### src/rtl/irq_pkg.sv
package irq_pkg;
  localparam logic [1:0]  SEL_ENABLE = 2'd0;
  localparam logic [1:0]  SEL_STATUS = 2'd1;
  localparam logic [1:0]  SEL_VECTOR = 2'd2;
  localparam logic [31:0] IEN_MASK   = 32'h8000_009F;
  localparam logic [31:0] SRC_MASK   = 32'h0000_0087;
  localparam logic [31:0] IEN_RESET  = 32'h0000_0008;
  localparam int          GLOBAL_BIT = 31;

  function automatic logic [31:0] map_evt(logic [3:0] e);
    return {24'b0, e[3], 4'b0, e[2:0]};
  endfunction
endpackage

### src/rtl/irq_evt_decode.sv
module irq_evt_decode #(
  parameter int NUM_LOC = 5,
  parameter int LOC_W   = 8
) (
  input  logic             evt_valid_i,
  input  logic [LOC_W-1:0] evt_loc_i,
  input  logic [3:0]       evt_i,
  output logic [NUM_LOC-1:0] hit_o,
  output logic [31:0]      bits_o
);
  for (genvar i = 0; i < NUM_LOC; i++) begin : g_hit
    assign hit_o[i] = evt_valid_i && (evt_loc_i == LOC_W'(i));
  end
  assign bits_o = irq_pkg::map_evt(evt_i);
endmodule

### src/rtl/irq_loc_bank.sv
module irq_loc_bank (
  input  logic        clk_i,
  input  logic        rst_ni,
  input  logic        evt_hit_i,
  input  logic [31:0] evt_bits_i,
  input  logic        wr_ien_i,
  input  logic        wr_ist_i,
  input  logic [3:0]  wr_be_i,
  input  logic [31:0] wr_data_i,
  output logic [31:0] ien_o,
  output logic [31:0] ist_o,
  output logic        latch_o,
  output logic        drop_o
);
  import irq_pkg::*;

  logic [31:0] ien_q, ien_d, ist_q, ist_d;
  logic [31:0] set_bits, clr_bits;

  assign set_bits = (evt_hit_i && ien_q[GLOBAL_BIT]) ? (evt_bits_i & ien_q & SRC_MASK) : '0;
  assign clr_bits = (wr_ist_i && wr_be_i[0]) ? ({24'b0, wr_data_i[7:0]} & SRC_MASK) : '0;
  assign ist_d    = (ist_q & ~clr_bits) | set_bits;

  for (genvar b = 0; b < 4; b++) begin : g_lane
    assign ien_d[8*b +: 8] = (wr_ien_i && wr_be_i[b]) ?
                             (wr_data_i[8*b +: 8] & IEN_MASK[8*b +: 8]) : ien_q[8*b +: 8];
  end

  always_ff @(posedge clk_i or negedge rst_ni) begin
    if (!rst_ni) begin
      ien_q <= IEN_RESET;
      ist_q <= '0;
    end else begin
      ien_q <= ien_d;
      ist_q <= ist_d;
    end
  end

  assign latch_o = |set_bits;
  assign drop_o  = (|(clr_bits & ist_q)) && (ist_d == '0);
  assign ien_o   = ien_q;
  assign ist_o   = ist_q;
endmodule

### src/rtl/irq_line.sv
module irq_line #(
  parameter int NUM_LOC = 5
) (
  input  logic               clk_i,
  input  logic               rst_ni,
  input  logic [NUM_LOC-1:0] latch_i,
  input  logic [NUM_LOC-1:0] drop_i,
  output logic               irq_o
);
  logic irq_q;
  always_ff @(posedge clk_i or negedge rst_ni) begin
    if (!rst_ni)         irq_q <= 1'b0;
    else if (|latch_i)   irq_q <= 1'b1;  // a new latch beats any clear
    else if (|drop_i)    irq_q <= 1'b0;
  end
  assign irq_o = irq_q;
endmodule

### src/rtl/loc_irq_ctrl.sv
module loc_irq_ctrl #(
  parameter int NUM_LOC = 5,
  parameter int IRQ_NUM = 11,
  parameter int LOC_W   = 8
) (
  input  logic             clk_i,
  input  logic             rst_ni,
  input  logic             evt_valid_i,
  input  logic [LOC_W-1:0] evt_loc_i,
  input  logic [3:0]       evt_i,
  input  logic [LOC_W-1:0] active_loc_i,
  input  logic             wr_en_i,
  input  logic [LOC_W-1:0] wr_loc_i,
  input  logic [1:0]       wr_sel_i,
  input  logic [3:0]       wr_be_i,
  input  logic [31:0]      wr_data_i,
  input  logic [LOC_W-1:0] rd_loc_i,
  input  logic [1:0]       rd_sel_i,
  output logic [31:0]      rd_data_o,
  output logic             irq_o
);
  import irq_pkg::*;

  localparam int VEC_NUM = (IRQ_NUM > 15) ? 15 : ((IRQ_NUM < 0) ? 0 : IRQ_NUM);
  localparam logic [31:0] VEC_VAL = 32'(VEC_NUM);

  logic [NUM_LOC-1:0]       hit, latch, drop;
  logic [31:0]              evt_bits;
  logic [NUM_LOC-1:0][31:0] ien_q, ist_q;
  logic                     wr_ok;

  assign wr_ok = wr_en_i && (active_loc_i < LOC_W'(NUM_LOC)) && (wr_loc_i == active_loc_i);

  irq_evt_decode #(.NUM_LOC(NUM_LOC), .LOC_W(LOC_W)) u_dec (
    .evt_valid_i(evt_valid_i), .evt_loc_i(evt_loc_i), .evt_i(evt_i),
    .hit_o(hit), .bits_o(evt_bits)
  );

  for (genvar i = 0; i < NUM_LOC; i++) begin : g_bank
    logic own;
    assign own = wr_ok && (wr_loc_i == LOC_W'(i));
    irq_loc_bank u_bank (
      .clk_i(clk_i), .rst_ni(rst_ni),
      .evt_hit_i(hit[i]), .evt_bits_i(evt_bits),
      .wr_ien_i(own && (wr_sel_i == SEL_ENABLE)),
      .wr_ist_i(own && (wr_sel_i == SEL_STATUS)),
      .wr_be_i(wr_be_i), .wr_data_i(wr_data_i),
      .ien_o(ien_q[i]), .ist_o(ist_q[i]),
      .latch_o(latch[i]), .drop_o(drop[i])
    );
  end

  irq_line #(.NUM_LOC(NUM_LOC)) u_line (
    .clk_i(clk_i), .rst_ni(rst_ni), .latch_i(latch), .drop_i(drop), .irq_o(irq_o)
  );

  always_comb begin
    rd_data_o = '0;
    if (rd_sel_i == SEL_VECTOR) rd_data_o = VEC_VAL;
    for (int i = 0; i < NUM_LOC; i++) begin
      if (rd_loc_i == LOC_W'(i)) begin
        if (rd_sel_i == SEL_ENABLE) rd_data_o = ien_q[i];
        if (rd_sel_i == SEL_STATUS) rd_data_o = ist_q[i];
      end
    end
  end
endmodule

### config.mk
export PLATFORM = sky130hd
export DESIGN_NAME = loc_irq_ctrl
export DESIGN_NICKNAME = d
export VERILOG_FILES = /design/src/rtl/irq_pkg.sv /design/src/rtl/irq_evt_decode.sv /design/src/rtl/irq_loc_bank.sv /design/src/rtl/irq_line.sv /design/src/rtl/loc_irq_ctrl.sv
export SDC_FILE = /design/constraint.sdc
export NUM_CORES = 1
export LEC_CHECK = 0
export BUFFER_PORTS_ARGS = -buffer_cell sky130_fd_sc_hd__buf_2
export CORE_ASPECT_RATIO = 2
export CORE_UTILIZATION = 56
export DETAILED_ROUTE_END_ITERATION = 7
export PLACE_DENSITY = 0.87
export SLEW_MARGIN = 40
export SYNTH_ARGS = -nofsm -noshare
export SYNTH_HDL_FRONTEND = slang
export SYNTH_SLANG_ARGS = --single-unit
### constraint.sdc
create_clock -name clk_i -period 3.9 [get_ports clk_i]
set_input_delay 0.195 -clock clk_i [delete_from_list [all_inputs] [get_ports clk_i]]
set_output_delay 0.195 -clock clk_i [all_outputs]
set_load 0.01 [all_outputs]
==> metrics.yaml <==
synth_area_um2: 3590
synth_top_cell_by_area: "dfrtp_1"
start_util_pct: 58.8
viasPerCell: 6.32
antenna_found_initial: 0
power.density_nw_per_um2: 289
dpl.cell_count: 489
area_growth_pct: 12.4
clk_pin_slew_ps: 70
clock_sinks: 56
drt_pass1_iterations: 5
die_h_um: 115
final_nets: 493
dr_total_vias: 3146
clk_latency_ps: 300
dpl.hpwl_um: 7710
cts_tree: "yes"
io_buffers: 60
grtUsageMet3_pct: 5.17
async_flop_share_pct: 100
rsz0062_at_grt: "no"
numCtsBuffers: 5
met2_usage_pct: 55.4
cp_max_fo: 7
fp.dieW_um: 58.6
period_share_pct: 63.8
post-place-ws_ps: 1450
routed_wl_um: 10000
finalClockSkew_ps: 4.48
core.rowCount: 40
yosysSeqAreaShare_pct: 39.2
finalSetupViolations: 0
synth_flop_cell: "dfrtp_1"
crit_top_cell: "buf_2"
track_usage_pct: 31.9
synth_edf_count: 0
nFillCells: 504
cp-end-kind: "primary output"
peakVddDrop_v: 0.000400
netlist_top_cells_area: "dfrtp_1 36%, mux2_2 11%, buf_4 5.2%"
wire_per_inst_um: 20.1
max_slew_margin_pct: 51.1
timing_hold_violations_final: 0
antenna_left: 0
finalSetupTns_ps: 0
startpoint_type: "input port"
hold_class: "in2reg"
grt_pass1_wl_um: 15800
root_buffer: "clkbuf_16"
status: "completed"
arrival_ps: 2290
core_area_um2: 6110
dpl_cell_area_um2: 3870
drt-initial-drc-count: 174
yosysWarnings: 0
final_cells: 498
diodes: 0
synthDistinctLibCells: 63
required_ps: 3700
synth_seq_cells: 56
crit_chain: "buf_2 > or4_4 > nor4_4 > nor3b_4 > a22oi_1 > and3_1 > o21ai_0 > buf_2"
final_area_um2: 4040
grt.busiest_layer: "met2"
criticalPathCategory: "in2out"
grt_pass1_vias: 3142
drc: 0
avgSynthCellArea_um2: 10.2
drv_cap: 0
io_pins: 113
grt_overflow: 0
fin_crit_ps: 2490
clockBufferDepth: 2
netlist.area_leader.share_pct: 35.6
syn_inst: 351
critPathSlowestCell: "or4_4"
p_leak_uw: 0.00182
met1_usage_pct: 32.6
mostFrequentLayoutCells: "60 x buf_2, 51 x dfrtp_1, 44 x nand2_1"
worst_pin_slew_ps: 727
grt_max_degree: 30
design.die.area_um2: 6750
cts_setup_buffers: 0
place.gp.congestion: 0.930
final_common_cell: "buf_2"
slowest_delay_ps: 560
max_freq_mhz: 402
fin_ws_ps: 1410
drive_gt1_share_pct: 33.1
final_max_slew_viol_count: 0
htree_levels: 2
cells by family after synthesis:
logic type	Yosys count	synth area share, %
other	1	0.104
flip-flops	56	39.2
AO/OA/AOI/OAI	77	14.6
XOR/XNOR	2	0.488
AND/OR/NAND/NOR	129	21.8
multiplexers	49	17.1
buffers and inverters	37	6.69
registers in the layout, summed over array words and instances (netlist names):
name                 flops
g_bank.u_bank.ien_o     35
g_bank.u_bank.ist_o     20
u_line.irq_o             1
power by group:
group	switching, µW	internal (µW)	leakage [µW]
Combinational	81.1	37.3	0.000986
Clock	224	243	0.0000708
Sequential	0.0148	580	0.000759
Total	305	861	0.00182
area by class of cell:
cell class	count	area, µm²	share of cell area, %
multi-input combinational	282	2030	50.4
sequential	56	1410	34.9
timing repair buffer	62	318	7.88
clock buffer	5	125	3.10
tap	84	105	2.60
clock inverter	3	25.0	0.620
inverter	6	22.5	0.558
routing by layer:
| layer | vias to the layer above | wire length (µm) |
|---|---|---|
| li1 | 1409 | - |
| met1 | 1520 | 3330 |
| met2 | 163 | 5370 |
| met3 | 54 | 567 |
| met4 | 0 | 731 |
| met5 | - | 0 |
timing repair:
action                                  CTS  global route
resized for setup                         0             0
hold buffers                              1             0
endpoints found under the setup margin    0             0
hold endpoints to repair                 28             0
final timing paths:
kind | startpoint | endpoint | slack (ps) | cells after the start
max | rd_loc_i[3] | rd_data_o[0] | 1410 | 8
min | wr_data_i[31] | g_bank[4].u_bank.ien_o[31] | 180 | 2
max reg2reg | g_bank[4].u_bank.ien_o[31] | u_line.irq_o | 1870 | 6
min reg2reg | g_bank[2].u_bank.ien_o[4] | g_bank[2].u_bank.ien_o[4] | 510 | 1
max in group asynchronous | rst_ni | g_bank[4].u_bank.ien_o[3] | 2590 | 3
min in group asynchronous | rst_ni | g_bank[2].u_bank.ist_o[0] | 460 | 2
Yosys cell counts (5+ instances only):
library cell,n
a221oi_1,5
a22oi_1,11
buf_4,25
dfrtp_1,51
dfstp_2,5
inv_1,6
mux2_2,34
mux2_4,6
mux2i_1,5
nand2_1,44
nand3_1,6
nand4_1,7
nor2_1,16
nor3_1,6
nor4_1,7
o21ai_0,30
o2bb2ai_1,8
metrics by stage:
stage / hold WS, ps / utilization [%] / power [µW]
global placement: 241 / 63.5 / 705
floorplan: -101 / - / 661
detailed placement: 250 / 63.5 / 708
CTS: 177 / 66.1 / 1170
finish: 182 / 66.1 / 1170
global route: 177 / 66.1 / 1200
critical path: cells and delay by family:
| family | cells | cell delay [ps] |
|---|---|---|
| simple gates | 4 | 1470 |
| compound gates | 2 | 350 |
| buf+inv | 2 | 260 |
Note: power is estimated with default switching activity, not from simulation.
